**src/rtl/grid_pkg.sv**
```systemverilog
package grid_pkg;
  localparam int DIRS = 4;
  localparam int CFG_BITS = DIRS << DIRS;
  localparam int SEL_W = $clog2(CFG_BITS);

  typedef enum logic [1:0] {
    DIR_N = 2'd0,
    DIR_E = 2'd1,
    DIR_S = 2'd2,
    DIR_W = 2'd3
  } dir_e;

  typedef struct packed {
    logic shiftCfg;
    logic clearState;
  } grid_ctrl_t;
endpackage

```
**src/rtl/grid_ctrl.sv**
```systemverilog
module grid_ctrl
  import grid_pkg::*;
(
  input  logic       rst,
  input  logic       cfgLoad,
  output grid_ctrl_t strobes
);
  always_comb begin
    strobes.shiftCfg   = cfgLoad;
    strobes.clearState = rst | cfgLoad;
  end
endmodule

```
**src/rtl/grid_cell.sv**
```systemverilog
module grid_cell
  import grid_pkg::*;
(
  input  logic            clk,
  input  logic            rst,
  input  grid_ctrl_t      strobes,
  input  logic            cfgShiftIn,
  output logic            cfgShiftOut,
  input  logic [DIRS-1:0] nbrIn,
  output logic [DIRS-1:0] cellOut
);
  logic [CFG_BITS-1:0] cfgQ;
  logic [DIRS-1:0]     stateQ;
  logic [DIRS-1:0]     nextState;
  logic [SEL_W-1:0]    nibbleBase;

  always_ff @(posedge clk) begin
    if (strobes.shiftCfg) cfgQ <= {cfgShiftIn, cfgQ[CFG_BITS-1:1]};
  end

  always_comb begin
    nibbleBase = SEL_W'(nbrIn) << $clog2(DIRS);
    nextState  = cfgQ[nibbleBase +: DIRS];
  end

  always_ff @(posedge clk) begin
    if (strobes.clearState) stateQ <= '0;
    else                    stateQ <= nextState;
  end

  assign cellOut     = stateQ;
  assign cfgShiftOut = cfgQ[0];

  assert_hold_zero_R3: assert property (@(posedge clk) disable iff (rst)
    strobes.shiftCfg |=> (cellOut == '0));

  assert_cfg_hold_R4: assert property (@(posedge clk) disable iff (rst)
    !strobes.shiftCfg |=> $stable(cfgQ));

  assert_chain_shift_R2: assert property (@(posedge clk) disable iff (rst)
    strobes.shiftCfg |=> (cfgQ[CFG_BITS-2:0] == $past(cfgQ[CFG_BITS-1:1]))
                         && (cfgQ[CFG_BITS-1] == $past(cfgShiftIn)));
endmodule

```
**src/rtl/grid_array.sv**
```systemverilog
module grid_array
  import grid_pkg::*;
#(
  parameter int ROWS = 4,
  parameter int COLS = 4
) (
  input  logic            clk,
  input  logic            rst,
  input  grid_ctrl_t      strobes,
  input  logic            cfgIn,
  output logic            cfgOut,
  input  logic [COLS-1:0] northIn,
  input  logic [ROWS-1:0] eastIn,
  input  logic [COLS-1:0] southIn,
  input  logic [ROWS-1:0] westIn,
  output logic [COLS-1:0] northOut,
  output logic [ROWS-1:0] eastOut,
  output logic [COLS-1:0] southOut,
  output logic [ROWS-1:0] westOut
);
  localparam int NCELL = ROWS * COLS;

  logic [DIRS-1:0] outQ [ROWS][COLS];
  logic [DIRS-1:0] nbr  [ROWS][COLS];
  logic            chain [NCELL+1];

  assign chain[0] = cfgIn;
  assign cfgOut   = chain[NCELL];

  for (genvar r = 0; r < ROWS; r++) begin : g_row
    for (genvar c = 0; c < COLS; c++) begin : g_col
      if (r == 0) begin : g_nEdge
        assign nbr[r][c][DIR_N] = northIn[c];
      end else begin : g_nCell
        assign nbr[r][c][DIR_N] = outQ[r-1][c][DIR_S];
      end
      if (r == ROWS-1) begin : g_sEdge
        assign nbr[r][c][DIR_S] = southIn[c];
      end else begin : g_sCell
        assign nbr[r][c][DIR_S] = outQ[r+1][c][DIR_N];
      end
      if (c == 0) begin : g_wEdge
        assign nbr[r][c][DIR_W] = westIn[r];
      end else begin : g_wCell
        assign nbr[r][c][DIR_W] = outQ[r][c-1][DIR_E];
      end
      if (c == COLS-1) begin : g_eEdge
        assign nbr[r][c][DIR_E] = eastIn[r];
      end else begin : g_eCell
        assign nbr[r][c][DIR_E] = outQ[r][c+1][DIR_W];
      end

      grid_cell u_cell (
        .clk        (clk),
        .rst        (rst),
        .strobes    (strobes),
        .cfgShiftIn (chain[r*COLS+c]),
        .cfgShiftOut(chain[r*COLS+c+1]),
        .nbrIn      (nbr[r][c]),
        .cellOut    (outQ[r][c])
      );
    end
  end

  for (genvar c = 0; c < COLS; c++) begin : g_colEdge
    assign northOut[c] = outQ[0][c][DIR_N];
    assign southOut[c] = outQ[ROWS-1][c][DIR_S];
  end
  for (genvar r = 0; r < ROWS; r++) begin : g_rowEdge
    assign westOut[r] = outQ[r][0][DIR_W];
    assign eastOut[r] = outQ[r][COLS-1][DIR_E];
  end

  assert_reset_clear_R1: assert property (@(posedge clk)
    rst |=> (northOut == '0 && southOut == '0 && eastOut == '0 && westOut == '0));
endmodule

```
**src/rtl/lut_grid_fabric.sv**
```systemverilog
module lut_grid_fabric
  import grid_pkg::*;
#(
  parameter int ROWS = 4,
  parameter int COLS = 4
) (
  input  logic            clk,
  input  logic            rst,
  input  logic            cfgLoad,
  input  logic            cfgIn,
  output logic            cfgOut,
  input  logic [COLS-1:0] northIn,
  input  logic [ROWS-1:0] eastIn,
  input  logic [COLS-1:0] southIn,
  input  logic [ROWS-1:0] westIn,
  output logic [COLS-1:0] northOut,
  output logic [ROWS-1:0] eastOut,
  output logic [COLS-1:0] southOut,
  output logic [ROWS-1:0] westOut
);
  grid_ctrl_t strobes;

  grid_ctrl u_ctrl (
    .rst    (rst),
    .cfgLoad(cfgLoad),
    .strobes(strobes)
  );

  grid_array #(.ROWS(ROWS), .COLS(COLS)) u_array (
    .clk     (clk),
    .rst     (rst),
    .strobes (strobes),
    .cfgIn   (cfgIn),
    .cfgOut  (cfgOut),
    .northIn (northIn),
    .eastIn  (eastIn),
    .southIn (southIn),
    .westIn  (westIn),
    .northOut(northOut),
    .eastOut (eastOut),
    .southOut(southOut),
    .westOut (westOut)
  );
endmodule

```
**config.mk**
```make
export PLATFORM = sky130hd
export DESIGN_NAME = lut_grid_fabric
export DESIGN_NICKNAME = d
export VERILOG_FILES = /design/src/rtl/grid_pkg.sv /design/src/rtl/grid_ctrl.sv /design/src/rtl/grid_cell.sv /design/src/rtl/grid_array.sv /design/src/rtl/lut_grid_fabric.sv
export SDC_FILE = /design/constraint.sdc
export NUM_CORES = 1
export LEC_CHECK = 0
export ABC_AREA = 1
export BUFFER_PORTS_ARGS = -buffer_cell sky130_fd_sc_hd__buf_2
export CAP_MARGIN = 25
export CORE_ASPECT_RATIO = 1.5
export CORE_MARGIN = 8
export CORE_UTILIZATION = 50
export CTS_BUF_LIST = sky130_fd_sc_hd__clkbuf_4 sky130_fd_sc_hd__clkbuf_8 sky130_fd_sc_hd__clkbuf_16
export CTS_CLUSTER_DIAMETER = 150
export CTS_CLUSTER_SIZE = 28
export DETAILED_ROUTE_END_ITERATION = 12
export GPL_ROUTABILITY_DRIVEN = 0
export MAX_ROUTING_LAYER = met4
export PLACE_DENSITY = 0.76
export RECOVER_POWER = 50
export SYNTH_ARGS = -nofsm -noshare
export SYNTH_HDL_FRONTEND = slang
export SYNTH_SLANG_ARGS = --single-unit
```
**constraint.sdc**
```tcl
create_clock -name clk -period 1.1 [get_ports clk]
set_clock_uncertainty 0.15 [all_clocks]
set_input_delay 0.165 -clock clk [delete_from_list [all_inputs] [get_ports clk]]
set_output_delay 0.165 -clock clk [all_outputs]
set_load 0.05 [all_outputs]
```
==> results.md, run 1 <==
- Status: finished with violations
- Failing checks: negative hold slack, negative setup slack
- Synth Area in Simple Gates: 0.199
- Adder-cell share of the synthesized area: 0
- Final worst setup slack: -433 ps
- Wire length per cell: 16.9 um
- Port Buf Inserts: 36
- Initial Util: 0.502
- CORE AREA: 89,900 um^2
- Pre-CTS setup slack: -414 ps
- Post-Synth XOR/XNOR Area: 0
- Ys Warns: 0
- RSZ-0062 raised after global routing: true
- Leak: 22.9 nW
- Final nets: 4,441
- Slew HR: 0.446
- Drt total wl: 95.3 mm
- Global router's overall resource usage: 0.179
- CP startpoint: u_array.g_row[2].g_col[1].u_cell.cellOut[2]$_SDFF_PP0_
- Vias per cell: 5.33
- Largest family of logic cells by synthesized area: simple AND/OR/NAND/NOR gates
- Critical Path RT: 1510 ps
- Worst vdd ir: 1760 uV
- Type of the tightest min-delay check: in2reg
- IO Count: 37
- Initial antenna violation count: 0
- Antenna Cells: 0
- Clock buffer depth: 3
- Top delay family on crit path: flip-flops
- Number of remaining DRC errors: 0
- Final min period: 1530 ps
- DR iter-0 viols: 2,678
- Max-slew violations: 0
- Worst path bufs/invs: 2
- Slowest cell on the critical path: dfxtp_4
- CP cell instances: buf_12 > clkbuf_16 > nand2_4 > nand2_2 > nand2_1 > nand3_1 > nand3_1 > a21oi_1
- Vias in the first global route: 29.1k
- Clock buffer count from CTS: 44
- H-tree level count: 2
- Hold Startpoint: rst
- Syn_area_per_cell: 11.0 um^2
- Final hold vios: 35
- Share of cells above drive strength 1: 0.269
- Gr ovfl total: 0
- CTS tree: built
- Site Rows: 135
- Critical setup path kind: reg2reg
- Detailed Routing Iterations Pass 1: 6
- Distinct cells, synth: 12
- Hpwl dp: 54.8 mm
- Setup crit start kind: register
- Power Density: 1490 nW/um^2
- Seq cells post-synth: 1,088
- Design area: 54,000 um^2
- Worst-Skew Late Latency: 640 ps
- CP max stage delay: 470 ps
- Worst Path Max Fanout: 6
- Fillers: 6,513
- Final Util: 0.600
- Sequential-to-total area share from yosys stat: 0.710
- Post-synthesis compound-gate area fraction: 0.00710
- Gate Count Post-Synth: 4,102
- Worst r2r src: u_array.g_row[2].g_col[1].u_cell.cellOut[2]$_SDFF_PP0_
- Mapped Nets: 4,122
- Count of final setup violators: 134
- Post-synthesis mux area share: 0
- Worst Setup End Kind: register
- First-pass GRT wire length: 144 mm
- Max_cap viols: 0
- DR vias: 29.9k
- Die area: 100,000 um^2
- Die W: 261 um
- Max Clk Rate: 652 MHz
- Netlist Area Pre-Place: 45,100 um^2
- CP arrival: 1940 ps
- Hold WS: -109 ps
- Largest net degree at the start of global routing: 48
- Placed instance area: 48,200 um^2
- Setup TNS: -23,280 ps
- Actual slew at the worst max-slew pin: 831 ps
- Clock slew at reported path FFs: 110 ps
- Top cell by count, worst path: nand3_1
- Root buffer cell: clkbuf_16
- Fin crit share: 1.39
- Clock sinks: 1,088
- Chip height: 384 um
- Area delta synth->final: 19.6%
- DRT antenna net count: 0
power breakdown:
part           switching (W)  internal, W  leakage [nW]
Clock                 0.0120      0.00897         0.734
Combinational        0.00582      0.00384          11.5
Sequential           0.00157       0.0479          10.6
sequential cells by signal, indices dropped and copies added (netlist names):
register,flops
u_array.g_row.g_col.u_cell.cellOut,64
u_array.g_row.g_col.u_cell.cfgQ,1024
synth_stat cells:
library cell / n / area [um^2]
edfxtp_1: 1024 / 30700
a21oi_1: 64 / 320
buf_6: 64 / 721
nand2_1: 1536 / 5770
or2_2: 1 / 6.26
inv_1: 544 / 2040
buf_2: 56 / 280
inv_4: 16 / 100
inv_2: 16 / 60.1
buf_4: 77 / 578
nand3_1: 640 / 3200
dfxtp_1: 64 / 1280
worst reg2reg max path: stages, from the launching register on:
cell and delay [ps]:
dfxtp_4 470, buf_12 150, clkbuf_16 140, nand2_4 40
nand2_2 50, nand2_1 60, nand3_1 100, nand3_1 90
a21oi_1 200
metrics by stage:
| step | cells | total power (W) | hold WS (ps) |
|---|---|---|---|
| 2_1_floorplan | 4102 | 0.0544 | 114 |
| 3_3_place_gp | 5439 | 0.0571 | 194 |
| 3_5_place_dp | 5439 | 0.0573 | 203 |
| 4_1_cts | 5581 | 0.0794 | -145 |
| 5_1_grt | 5621 | 0.0830 | -128 |
| 6_report | 5621 | 0.0801 | -109 |
cells by family (layout without fill, tap and decap cells):
kind of cell,count (synthesis),in the layout
simple gates,2177,2177
flops,1088,1088
buf+inv,773,1128
compound gates,64,64
final timing paths:
kind | endpoint | depth (start not counted) | slack (ps)
setup / recovery | u_array.g_row[3].g_col[1].u_cell.cellOut[3]$_SDFF_PP0_ | 8 | -430
hold / removal | u_array.g_row[2].g_col[1].u_cell.cellOut[3]$_SDFF_PP0_ | 4 | -110
setup reg to reg | u_array.g_row[3].g_col[1].u_cell.cellOut[3]$_SDFF_PP0_ | 8 | -430
hold reg to reg | u_array.g_row[2].g_col[0].u_cell.cfgQ[26]$_DFFE_PP_ | 0 | 290
cells in the final DEF (no fill, tap or decap), drive strengths merged:
| cell type | n |
|---|---|
| inv | 580 |
| nand2 | 1536 |
| bufinv | 1 |
| dfxtp | 64 |
| clkbuf | 144 |
| edfxtp | 1024 |
| buf | 379 |
| or2 | 1 |
| clkinvlp | 2 |
| clkinv | 6 |
| a21oi | 64 |
| nand3 | 640 |
| dlygate4sd3 | 16 |
final cells by class:
type,instances,area (um^2),area share
multi-input cells,2241,11900,0.221
clock inverters,3,47.5,0.000881
flip-flops and latches,1088,32100,0.595
well taps,1164,1460,0.0270
repair inverters,10,113,0.00209
inverters,576,2370,0.0439
clock buffers,79,1380,0.0256
repair buffers,460,4530,0.0840
timing repair:
| action | 4_1_cts | 5_1_grt |
|---|---|---|
| hold buffers | 18 | 2 |
| setup buffers | 22 | 25 |
| cloned | 20 | 19 |
| pin swaps | 213 | 293 |
| endpoints found under the hold margin | 92 | 68 |
| resized for setup | 509 | 422 |
| endpoints found under the setup margin | 81 | 97 |
metal layers:
| metal | up-vias | GRT usage | part of all wire |
|---|---|---|---|
| li1 | 14000 | - | - |
| met1 | 14600 | 0.221 | 0.40 |
| met2 | 1075 | 0.303 | 0.52 |
| met3 | 270 | 0.0194 | 0.044 |
| met4 | 0 | 0.0659 | 0.037 |
| met5 | - | - | 0 |
(Power assumes the default switching activity.)
==> run 2, diff against run 1 <==
Settings changed: PLACE_DENSITY 0.76 to 0.73.
Clock period 1.1 ns to 1.7 ns, I/O delays scaled along.
==> results.md, run 2 (synthesis gave the netlist of run 1 again) <==
- Max Clk Rate: 611 MHz
- Final min period: 1640 ps
- Commonest cells after routing, fill and taps aside: 1,536 x nand2_1, 1,024 x edfxtp_1, 640 x nand3_1
- Vias per cell: 5.05
- Hold Startpoint: rst
- Actual slew at the worst max-slew pin: 564 ps
- DR vias: 26.9k
- Max reg flops: 1,024
- Worst Path Max Fanout: 1
- Clock buffer count from CTS: 44
- Clock share of power: 0.270
- Biggest register: u_array.g_row.g_col.u_cell.cfgQ
- Top delay family on crit path: flip-flops
- Design area: 48,000 um^2
- Die W: 261 um
- Initial antenna violation count: 1
- Worst path bufs/invs: 1
- Chip height: 384 um
- RSZ-0062 raised after global routing: false
- Critical Path RT: 1290 ps
- Die area: 100,000 um^2
- CTS tree: built
- Slew HR: 0.624
- Worst r2r src: u_array.g_row[0].g_col[3].u_cell.cellOut[2]$_SDFF_PP0_
- Most common cell after layout, fill and taps aside: nand2_1
- Status: finished, final reports clean
- Switching share of power: 0.227
- Port Buf Inserts: 36
- Power Density: 1030 nW/um^2
- Fin crit share: 0.963
- DR iter-0 viols: 1,946
- Share of cells above drive strength 1: 0.0663
- CP max stage delay: 400 ps
- Vias in the first global route: 26.5k
- Clock buffer depth: 3
- Hold EP: u_array.g_row[2].g_col[1].u_cell.cellOut[2]$_SDFF_PP0_
- Largest net degree at the start of global routing: 72
- Drt total wl: 78.8 mm
- Max_cap viols: 0
- Type of the tightest min-delay check: in2reg
- Reg2reg end: u_array.g_row[1].g_col[3].u_cell.cellOut[1]$_SDFF_PP0_
- Critical setup path kind: reg2out
- Site Rows: 135
- Clock sinks: 1,088
- Reg-to-reg setup timing slack: 130 ps
- Int Pwr: 0.0381 W
- First-pass GRT wire length: 131 mm
- CP cell instances: buf_4
- Setup crit start kind: register
- Clock slew at reported path FFs: 110 ps
- Part of the power in registers: 0.646
- Global router's overall resource usage: 0.162
- Root buffer cell: clkbuf_16
- Net Switching: 0.0112 W
- Area delta synth->final: 6.38%
- IO Count: 37
- Final nets: 4,148
- Wire length per cell: 14.8 um
- Leak: 20.3 nW
- Worst vdd ir: 857 uV
- Placed instance area: 46,400 um^2
- Combinational power share: 0.084
- CORE AREA: 89,900 um^2
- Count of final setup violators: 0
- Hold WS: 58.7 ps
- Hpwl dp: 52.2 mm
- Max-slew violations: 0
- Gr ovfl total: 0
- Worst Setup End Kind: output pin
- Number of remaining DRC errors: 0
- Slowest cell on the critical path: dfxtp_1
- Reg2reg path depth: 7
- DRT antenna net count: 0
- Final hold vios: 0
- Hold Path Cell Cnt: 4
- Initial Util: 0.502
- CP arrival: 1230 ps
- Detailed Routing Iterations Pass 1: 5
- H-tree level count: 2
- Setup TNS: 0 ps
- Worst-Skew Late Latency: 620 ps
- Fillers: 7,641
[run 2: cell count changes in the layout (fill, tap and decap cells not counted), sizes merged]
cell         previous run  this run
dlygate4sd3            16        13
inv                   580       576
buf                   379       162
clkinv                  6         0
diode                   0         1
clkinvlp                2         0
clkbuf                144        80
[run 2: stage by stage]
step	std cells	util	setup WS [ps]	total power [W]
6_report	5326	0.534	62.4	0.0493
5_1_grt	5325	0.534	0.177	0.0514
4_1_cts	5324	0.534	0.559	0.0499
3_5_place_dp	5232	0.517	111	0.0366
3_3_place_gp	5232	0.517	145	0.0365
2_1_floorplan	4102	-	435	0.0351
[run 2: timing repair]
item,in CTS,in global routing
endpoints found under the setup margin,8,4
hold endpoints to repair,45,0
hold buffers,13,0
resized for setup,10,2
setup buffers,0,1
[run 2: area by class of cell]
cell class | count | area [um^2] | area share
flip-flops and latches | 1088 | 32000 | 0.668
multi-input cells | 2241 | 9300 | 0.194
inverters | 576 | 2200 | 0.0459
repair buffers | 177 | 1590 | 0.0331
well taps | 1164 | 1460 | 0.0304
clock buffers | 78 | 1370 | 0.0286
clock inverters | 1 | 30.0 | 0.000626
diodes | 1 | 2.50 | 0.0000521
[run 2: per-layer routing]
| layer | vias to the layer above | routed length [um] | track usage |
|---|---|---|---|
| li1 | 13400 | - | - |
| met1 | 12900 | 35200 | 0.212 |
| met2 | 468 | 39000 | 0.269 |
| met3 | 127 | 2570 | 0.0163 |
| met4 | 0 | 2010 | 0.0449 |
| met5 | - | 0 | - |
[run 2: how the worst max path moves through the flow]
stage | start | end | slack (ps) | depth (start not counted)
5_1_grt | u_array.g_row[2].g_col[1].u_cell.cellOut[2]$_SDFF_PP0_ | u_array.g_row[3].g_col[1].u_cell.cellOut[3]$_SDFF_PP0_ | 0.2 | 7
2_1_floorplan | u_array.g_row[3].g_col[3].u_cell.cfgQ[0]$_DFFE_PP_ | u_array.g_row[3].g_col[3].u_cell.cellOut[0]$_SDFF_PP0_ | 430 | 6
3_5_place_dp | u_array.g_row[0].g_col[0].u_cell.cellOut[2]$_SDFF_PP0_ | u_array.g_row[1].g_col[0].u_cell.cellOut[2]$_SDFF_PP0_ | 110 | 6
3_3_place_gp | u_array.g_row[0].g_col[3].u_cell.cellOut[2]$_SDFF_PP0_ | u_array.g_row[1].g_col[3].u_cell.cellOut[1]$_SDFF_PP0_ | 140 | 7
4_1_cts | u_array.g_row[3].g_col[3].u_cell.cfgQ[0]$_DFFE_PP_ | cfgOut | 0.6 | 1
6_report | u_array.g_row[0].g_col[2].u_cell.cellOut[0]$_SDFF_PP0_ | northOut[2] | 60 | 1
[run 2: power groups by stage]
stage               logic, W  registers [W]  clock network [W]
floorplan            0.00307         0.0321                  0
global placement     0.00407         0.0324                  0
detailed placement   0.00414         0.0325                  0
CTS                  0.00418         0.0319             0.0138
global route         0.00474         0.0321             0.0146
finish               0.00414         0.0319             0.0133
